## src/rtl/qstat_pkg.sv

```systemverilog
package qstat_pkg;
  localparam int REG_W  = 16;
  localparam int NUM_Q  = 2;
  localparam int NFLAG  = 6;

  // index order of the clearable bits; read bit = REG_W-1-index
  typedef enum int unsigned {
    FLG_CF1  = 0,
    FLG_PF1  = 1,
    FLG_CF2  = 2,
    FLG_PF2  = 3,
    FLG_TOR1 = 4,
    FLG_TOR2 = 5
  } flag_idx_e;

  function automatic int flag_bit(input int idx);
    return REG_W - 1 - idx;
  endfunction
endpackage

```

## src/rtl/qstat_eoq.sv

```systemverilog
module qstat_eoq #(
  parameter int PTR_W     = 6,
  parameter int CHAN_W    = 6,
  parameter bit USE_BEGIN = 1'b1
) (
  input  logic              done_i,
  input  logic [PTR_W-1:0]  ptr_i,
  input  logic [CHAN_W-1:0] chan_i,
  input  logic [PTR_W-1:0]  begin_i,
  output logic              end_o
);
  localparam logic [CHAN_W-1:0] EOQ_CODE = {CHAN_W{1'b1}};
  localparam logic [PTR_W-1:0]  LAST_LOC = {PTR_W{1'b1}};

  logic [PTR_W-1:0] prev_begin;
  logic hit_begin, hit_code, hit_last;

  always_comb begin
    prev_begin = begin_i - PTR_W'(1);
    hit_begin  = USE_BEGIN && (ptr_i == prev_begin);
    hit_code   = (chan_i == EOQ_CODE);
    hit_last   = (ptr_i == LAST_LOC);
    end_o      = done_i && (hit_begin || hit_code || hit_last);
  end
endmodule

```

## src/rtl/qstat_flag.sv

```systemverilog
module qstat_flag (
  input  logic clk_i,
  input  logic rst_ni,
  input  logic set_i,
  input  logic rd_i,
  input  logic wr_i,
  input  logic wbit_i,
  output logic flag_o
);
  logic flag_q, arm_q;

  always_ff @(posedge clk_i or negedge rst_ni) begin
    if (!rst_ni) begin
      flag_q <= 1'b0;
      arm_q  <= 1'b0;
    end else begin
      if (set_i)                          flag_q <= 1'b1;
      else if (wr_i && !wbit_i && arm_q)  flag_q <= 1'b0;
      // any write disarms; a read that returns one arms
      if (wr_i)                           arm_q  <= 1'b0;
      else if (rd_i && flag_q)            arm_q  <= 1'b1;
    end
  end

  assign flag_o = flag_q;

  assert_set_wins_R11: assert property (@(posedge clk_i) disable iff (!rst_ni)
    set_i |=> flag_q);
  assert_no_unarmed_clear_R8: assert property (@(posedge clk_i) disable iff (!rst_ni)
    (flag_q && !arm_q) |=> flag_q);
  assert_write_one_keeps_R10: assert property (@(posedge clk_i) disable iff (!rst_ni)
    (flag_q && wr_i && wbit_i) |=> flag_q);
  assert_write_disarms_R9: assert property (@(posedge clk_i) disable iff (!rst_ni)
    wr_i |=> !arm_q);
endmodule

```

## src/rtl/qstat_irq.sv

```systemverilog
module qstat_irq #(
  parameter int LVL_W = 5
) (
  input  logic             flag_i,
  input  logic             en_i,
  input  logic [LVL_W-1:0] lvl_i,
  output logic             req_o,
  output logic [LVL_W-1:0] lvl_o
);
  always_comb begin
    req_o = flag_i && en_i;
    lvl_o = req_o ? lvl_i : '0;
  end
endmodule

```

## src/rtl/qstat_reg.sv

```systemverilog
module qstat_reg
  import qstat_pkg::*;
#(
  parameter int PTR_W   = 6,
  parameter int CHAN_W  = 6,
  parameter int STATE_W = 4,
  parameter int LVL_W   = 5
) (
  input  logic               clk_i,
  input  logic               rst_ni,
  input  logic               rd_en_i,
  input  logic               wr_en_i,
  input  logic [REG_W-1:0]   wdata_i,
  output logic [REG_W-1:0]   rdata_o,
  input  logic [STATE_W-1:0] q_state_i,
  input  logic [PTR_W-1:0]   cmd_ptr_i,
  input  logic [NUM_Q-1:0]   done_i,
  input  logic [PTR_W-1:0]   done_ptr_i,
  input  logic [CHAN_W-1:0]  done_chan_i,
  input  logic [PTR_W-1:0]   q2_begin_i,
  input  logic [NUM_Q-1:0]   pause_i,
  input  logic [NUM_Q-1:0]   trig_ovr_i,
  input  logic [NUM_Q-1:0]   irq_en_i,
  input  logic [LVL_W-1:0]   q1_lvl_i,
  input  logic [LVL_W-1:0]   q2_lvl_i,
  output logic [NUM_Q-1:0]   irq_req_o,
  output logic [LVL_W-1:0]   q1_irq_lvl_o,
  output logic [LVL_W-1:0]   q2_irq_lvl_o
);
  localparam int RO_W = PTR_W + STATE_W;

  logic [NUM_Q-1:0] q_end;
  logic [NFLAG-1:0] set_vec, flag_vec, wbit_vec;
  logic [LVL_W-1:0] lvl_in  [NUM_Q];
  logic [LVL_W-1:0] lvl_out [NUM_Q];

  // only queue 1 is bounded by the queue 2 begin pointer
  for (genvar q = 0; q < NUM_Q; q++) begin : g_eoq
    qstat_eoq #(
      .PTR_W(PTR_W), .CHAN_W(CHAN_W), .USE_BEGIN(q == 0)
    ) u_eoq (
      .done_i (done_i[q]),
      .ptr_i  (done_ptr_i),
      .chan_i (done_chan_i),
      .begin_i(q2_begin_i),
      .end_o  (q_end[q])
    );
  end

  always_comb begin
    set_vec[FLG_CF1]  = q_end[0];
    set_vec[FLG_PF1]  = pause_i[0];
    set_vec[FLG_CF2]  = q_end[1];
    set_vec[FLG_PF2]  = pause_i[1];
    set_vec[FLG_TOR1] = trig_ovr_i[0];
    set_vec[FLG_TOR2] = trig_ovr_i[1];
    for (int i = 0; i < NFLAG; i++) wbit_vec[i] = wdata_i[flag_bit(i)];
  end

  for (genvar i = 0; i < NFLAG; i++) begin : g_flag
    qstat_flag u_flag (
      .clk_i (clk_i),
      .rst_ni(rst_ni),
      .set_i (set_vec[i]),
      .rd_i  (rd_en_i),
      .wr_i  (wr_en_i),
      .wbit_i(wbit_vec[i]),
      .flag_o(flag_vec[i])
    );
  end

  always_comb begin
    rdata_o = '0;
    for (int i = 0; i < NFLAG; i++) rdata_o[flag_bit(i)] = flag_vec[i];
    rdata_o[PTR_W +: STATE_W] = q_state_i;
    rdata_o[PTR_W-1:0]        = cmd_ptr_i;
  end

  assign lvl_in[0] = q1_lvl_i;
  assign lvl_in[1] = q2_lvl_i;

  for (genvar q = 0; q < NUM_Q; q++) begin : g_irq
    qstat_irq #(.LVL_W(LVL_W)) u_irq (
      .flag_i(flag_vec[2*q]),
      .en_i  (irq_en_i[q]),
      .lvl_i (lvl_in[q]),
      .req_o (irq_req_o[q]),
      .lvl_o (lvl_out[q])
    );
  end

  assign q1_irq_lvl_o = lvl_out[0];
  assign q2_irq_lvl_o = lvl_out[1];

  assert_code_sets_cf1_R4: assert property (@(posedge clk_i) disable iff (!rst_ni)
    (done_i[0] && done_chan_i == {CHAN_W{1'b1}}) |=> rdata_o[REG_W-1]);
  assert_last_sets_cf2_R5: assert property (@(posedge clk_i) disable iff (!rst_ni)
    (done_i[1] && done_ptr_i == {PTR_W{1'b1}}) |=> rdata_o[REG_W-3]);
  assert_irq_needs_flag_R12: assert property (@(posedge clk_i) disable iff (!rst_ni)
    irq_req_o[0] |-> (rdata_o[REG_W-1] && irq_en_i[0]));
  assert_ro_field_R2: assert property (@(posedge clk_i) disable iff (!rst_ni)
    rdata_o[RO_W-1:0] == {q_state_i, cmd_ptr_i});
endmodule

```

## config.mk

```make
export PLATFORM = sky130hd
export DESIGN_NAME = qstat_reg
export DESIGN_NICKNAME = d
export VERILOG_FILES = /design/src/rtl/qstat_pkg.sv /design/src/rtl/qstat_eoq.sv /design/src/rtl/qstat_flag.sv /design/src/rtl/qstat_irq.sv /design/src/rtl/qstat_reg.sv
export SDC_FILE = /design/constraint.sdc
export NUM_CORES = 1
export LEC_CHECK = 0
export ABC_AREA = 1
export BUFFER_PORTS_ARGS = -buffer_cell sky130_fd_sc_hd__buf_2
export CAP_MARGIN = 20
export CORE_ASPECT_RATIO = 1.5
export CORE_UTILIZATION = 40
export CTS_BUF_LIST = sky130_fd_sc_hd__clkbuf_4 sky130_fd_sc_hd__clkbuf_8
export DETAILED_ROUTE_END_ITERATION = 7
export PLACE_DENSITY = 0.92
export SYNTH_ARGS = -nofsm -noshare
export SYNTH_HDL_FRONTEND = slang
export SYNTH_SLANG_ARGS = --single-unit
```

## constraint.sdc

```tcl
create_clock -name clk_i -period 2.11 [get_ports clk_i]
set_clock_uncertainty 0.2 [all_clocks]
set_input_delay 0.422 -clock clk_i [delete_from_list [all_inputs] [get_ports clk_i]]
set_output_delay 0.422 -clock clk_i [all_outputs]
set_load 0.01 [all_outputs]
```

## Yosys cells after proc, flatten, opt, wreduce, memory -nomap -nowiden

Cells that the tools add are included.
W data, S select, Z words.

- Input bits: 66
- Flip-flop bits (word level): 12
- Word-level logic and storage cells: 85
- Output and inout port bits: 28

- Equality and inequality tests: 3
- $add $sub $neg: 1
- Mux-type cells: 26
- Reduce and logical (&&, ||, !) cells: 43

Operator list:

| operator | count |
|---|---|
| $mux W1 | 24 |
| $reduce_bool A2 Y1 | 12 |
| $logic_and A1 B1 Y1 | 22 |
| $eq A6 B6 Y1 const B | 2 |
| $mux W5 | 2 |
| $eq A6 B6 Y1 | 1 |
| $logic_not A1 Y1 | 6 |
| $sub A6 B1 Y6 const B | 1 |
| $logic_or A1 B1 Y1 | 3 |

## Depth between registers and ports, before layout

- Depth in word-level cells: 6
- Depth in mapped cells: 12
- Mapped depth without buffers: 12

## Modules after synthesis

From an unflattened synthesis, not the netlist that was laid out.

- Cells, all modules: 166
- Area, all modules: 992.2 µm²

By module, submodules not included:

| module | area each (µm²) | cells an instance | sequential area each (µm²) | instances |
|---|---|---|---|---|
| qstat_flag | 78.8 | 9 | 50.0 | 6 |
| qstat_eoq (g_eoq[0].u_eoq) | 291.5 | 64 | 0.0 | 1 |
| qstat_irq | 47.5 | 12 | 0.0 | 2 |
| qstat_reg | 75.1 | 10 | 0.0 | 1 |
| qstat_eoq (g_eoq[1].u_eoq) | 57.6 | 14 | 0.0 | 1 |

## Least setup slack after synthesis

OpenSTA, ideal clock, no wires.

- Path type: input to register
- From: in q2_begin_i[0]
- To: reg g_flag[0].u_flag.flag_q
- Arrival time: 1.247 ns
- Setup slack: 0.598 ns
- Setup time: 0.065 ns
- Stages: 12
- Data required time: 1.845 ns
- Path buffers: 0
- Path through: inv_2 > ha_1 > inv_1 > nand2_1 > nand2_1 > nor2_1 > nand2_1 > nor2_2 > nand3_1 > nand2_1 > nand2_1 > nand2_1

- Cells in the longest elaborated chain, start to end: 6
- Elaborated cells between the ends (all ways): 7
- Classes of those cells: add/sub: 1; eq/ne: 1; mux: 1; reduce/logical: 4

Ends and longest elaborated chain:

| item | line | source |
|---|---|---|
| from (decl) | qstat_reg.sv:20 | `input logic [PTR_W-1:0] q2_begin_i,` |
| $sub A6 B1 Y6 * | - |  |
| $eq A6 B6 Y1 * | qstat_eoq.sv:20 | `hit_begin = USE_BEGIN && (ptr_i == prev_begin);` |
| $logic_or A1 B1 Y1 * (2 in a row) | qstat_eoq.sv:23 | `end_o = done_i && (hit_begin \|\| hit_code \|\| hit_last);` |
| $logic_and A1 B1 Y1 * | qstat_eoq.sv:23 |  |
| $mux W1 / $reduce_bool A2 Y1 (equally long branches) | - |  |
| to (signal assigned) | qstat_flag.sv:14 | `flag_q <= 1'b0;` |
| to (signal assigned) | qstat_flag.sv:17 | `if (set_i) flag_q <= 1'b1;` |
| to (signal assigned) | qstat_flag.sv:18 | `else if (wr_i && !wbit_i && arm_q) flag_q <= 1'b0;` |
| to (decl) | qstat_flag.sv:10 | `logic flag_q, arm_q;` |

Mark *: on every way between the ends. The rest lies on a longest branch, timed or not.
A chain may end at the register's enable or synchronous reset.

## Worst setup path in the final report

- From: reg g_flag[0].u_flag.flag_q
- To: out q1_irq_lvl_o[4]

- Cells in the longest elaborated chain, start to end: 2

Ends and longest elaborated chain:

| item | line | source |
|---|---|---|
| $logic_and A1 B1 Y1 | qstat_irq.sv:11 | `req_o = flag_i && en_i;` |
| $mux W5 | qstat_irq.sv:12 | `lvl_o = req_o ? lvl_i : '0;` |
| to (decl) | qstat_reg.sv:27 | `output logic [LVL_W-1:0] q1_irq_lvl_o,` |

Every way passes these cells.

==> impl.org <==
** Worst hold path
- Class of the worst hold path :: input pin to flop
- Hold_sp :: trig_ovr_i[0]

** Routing
- In the routed design, unresolved DRC markers number 0.
- Average via count per standard cell :: 4.668
- After detailed routing, the total wire length is 2060 um.
- Iteration-0 DRC Markers :: 21
- In this run the remaining antenna-violating nets after routing total 0.
- Via count :: 1055
- The first detailed-routing pass ran for 3 iterations.
- In the final routed layout, each cell accounts on average for 9.115 um.

** Worst setup path
- Highest fanout seen on the critical path :: 6
- Worst setup path category :: flop to primary output
- The worst setup path is captured at a primary output.
- Reg-to-reg endpoint :: g_flag[0].u_flag.arm_q
- In this run the worst setup path begins at g_flag[0].u_flag.flag_o.
- Reg2reg start :: g_flag[0].u_flag.flag_o
- Reg2Reg Depth :: 2
- At the worst endpoint, the required time is 1.49 ns.
- Arrival time at the worst endpoint :: 1.05 ns
- STA classifies the critical path startpoint as a flop.
- Termination of the worst setup path :: q1_irq_lvl_o[4]
- FF-to-FF setup slack :: 1.18 ns

** STA
- Static timing analysis puts the maximum clock frequency at 597.0 MHz.
- The number of hold violations in the final report came to 0.
- Dividing the final minimum period by the clock period gives 0.7938.
- Worst Tran Pin Value :: 0.2637 ns
- The max-slew violation total from the final report came to 0.
- The routed design could run at a clock period as short as 1.675 ns.
- Worst slew slack as a fraction of its limit :: 0.8242
- Unrepaired setup endpoints after global routing :: false
- Setup violations remaining at the end of the flow were counted as 0.
- Setup total negative slack :: 0 ns

** Global route
- Across every metal layer, demand over resource in global routing totals 0.1707.
- The first global-routing pass estimated 3512 um of wire.
- The via count of the first global-routing pass was 970.
- Entering global routing, the biggest net connects 13 pins.
- Global routing finished with a remaining overflow of 0.
- Initial antenna violation count :: 0

** Floorplanning
- The initialized floorplan defines 21 standard-cell rows.
- The die is 42.15 um wide.
- The floorplan step defined a die boundary enclosing 0.002623 mm^2.
- In this run the vertical extent of the chip is 62.23 um.
- For this design the top-level I/O count stands at 94.
- The region available for standard cell placement spans 0.002260 mm^2.
- Initial core utilization :: 0.4280

** Cells and area
- Compared with the post-synthesis result, the final layout area differs by 26.39%.
- Share of cells above drive strength 1 :: 0.3596
- The number of antenna diodes in the final layout is 0.
- At the end of the flow, the number of nets in the layout was 271.
- Measured on the finished design, the core utilization comes to 0.5410.

** Clocking
- Counting along the longest clock path gives a buffer depth of 2.
- CTS saw 12 sinks.
- CTS tree :: done
- Post-CTS Repair Setup Buffers :: 0
- Worst-path clk slew :: 0.07 ns
- CTS H-tree depth :: 1
- Clock insertion delay at the later pin of the skew report :: 0.26 ns
- Buffers inserted during clock tree synthesis total 3.
- Root Driver :: clkbuf_4

** Status
- The run finished with clean final reports.

** Yosys
- Mapped Nets :: 220
- Dividing the synthesized area by the synthesized cell count gives 6.321 um^2.
- Synth area leader :: dfrtp_1
- In this run the cell area of the synthesized design comes to 967.2 um^2.
- Fraction of synthesized cell area taken by the top area cell type :: 0.3105
- Top_reg_cell synth :: dfrtp_1
- Of the synthesized area, sequential elements account for 0.3105.
- Synthesis inferred 12 register bits.
- Synthesized instance count :: 153
- Sorting the synthesized cells by how often they occur yields 38 x nand2_1, 28 x inv_1, 26 x nor2_1.
- Count of different cell masters after synthesis :: 18
- Most numerous cell in the Yosys netlist :: nand2_1
- Number of warning messages in the yosys log :: 0
- Yosys mapped a number of flops with a built-in enable equal to 0.
- Async S/R FF share, synth :: 1.000
- Top post-synthesis cells by area :: dfrtp_1 31%, nand2_1 15%, buf_4 14%

** Power
- Summed over all cells, the static leakage comes to 0.7750 nW.
- Max VDD drop :: 0.0002700 V
- PwrDens :: 585.7 mW/mm^2

** Place
- During placement, the flow inserted port buffers numbering 63.
- Summed over all nets, the half-perimeter wirelength after detailed placement is 1772 um.
- At the end of routability-driven placement, the weighted congestion stood at 0.7446.

** Run
- Count of max-cap constraint violations :: 0
[state kept, by name, indices dropped and copies added (netlist names)]
signal                cells
g_flag.u_flag.arm_q       6
g_flag.u_flag.flag_o      6
[placed cells by master (no fill, tap or decap), drive strengths merged, types with 2 or more instances in the layout]
cell type	instances
dfrtp	12
a21oi	7
nor2	28
a21o	4
inv	30
nand3	6
clkbuf	4
nor3	2
nand2	40
buf	63
[layer usage]
metal  up-vias  wire length [um]  global-route usage
li1        543                 -                   -
met4         0                42             0.09375
met1       467               690              0.1476
met3         7               120             0.03488
met2        38              1207              0.3398
met5         -                 0                   0
[critical path: stages (launching register included)]
cell	delay, ns
dfrtp_1	0.39
nand2_1	0.15
nor2_1	0.11
buf_2	0.13
[power breakdown]
group	total [mW]	leakage, nW	internal (mW)	switching, mW
Sequential	0.290	0.139	0.263	0.0269
Combinational	0.250	0.615	0.111	0.139
Clock	0.176	0.0210	0.105	0.0709
[stage by stage]
| step | std cells | area, um^2 | setup WS [ns] | hold slack, ns | total power, mW |
|---|---|---|---|---|---|
| 4_1_cts | 226 | 1222 | 0.4133 | 0.1292 | 0.7252 |
| 6_report | 226 | 1222 | 0.4351 | 0.1331 | 0.7159 |
| 2_1_floorplan | 153 | 967.2 | 0.5979 | -0.07359 | 0.4797 |
| 5_1_grt | 226 | 1222 | 0.3270 | 0.1190 | 0.7736 |
| 3_5_place_dp | 221 | 1176 | 0.3219 | 0.1084 | 0.5454 |
| 3_3_place_gp | 221 | 1176 | 0.3415 | 0.1043 | 0.5363 |
[worst min path at each step]
stage	to	slack (ns)	cells after the start
3_3_place_gp	g_flag[3].u_flag.flag_o	0.10	1
4_1_cts	g_flag[4].u_flag.flag_o	0.13	2
5_1_grt	g_flag[1].u_flag.flag_o	0.12	2
6_report	g_flag[4].u_flag.flag_o	0.13	2
3_5_place_dp	g_flag[3].u_flag.arm_q	0.11	1
2_1_floorplan	g_flag[0].u_flag.arm_q	-0.07	0
[repair_timing]
| item | in CTS | in global routing |
|---|---|---|
| hold endpoints to repair | 12 | 0 |
| hold buffers | 1 | 0 |
| resized for setup | 0 | 0 |
[kinds of logic (layout without fill, tap and decap cells)]
| logic type | after synthesis | count (layout) | share of synthesized area |
|---|---|---|---|
| buf+inv | 48 | 98 | 0.2561 |
| flops | 12 | 12 | 0.3105 |
| xor+xnor | 2 | 2 | 0.01811 |
| simple gates | 78 | 78 | 0.3299 |
| compound gates | 12 | 12 | 0.07244 |
| fa+ha+maj | 1 | 1 | 0.01293 |
[area by class of cell]
class                   instances  area [um^2]
multi-input cells              93        419.2
clock buffers                   4        36.28
fillers                       222         1037
flip-flops and latches         12        300.3
inverters                      30        112.6
well taps                      23        28.78
repair buffers                 64        325.3
No activity file was read; power rests on OpenSTA's default activity.
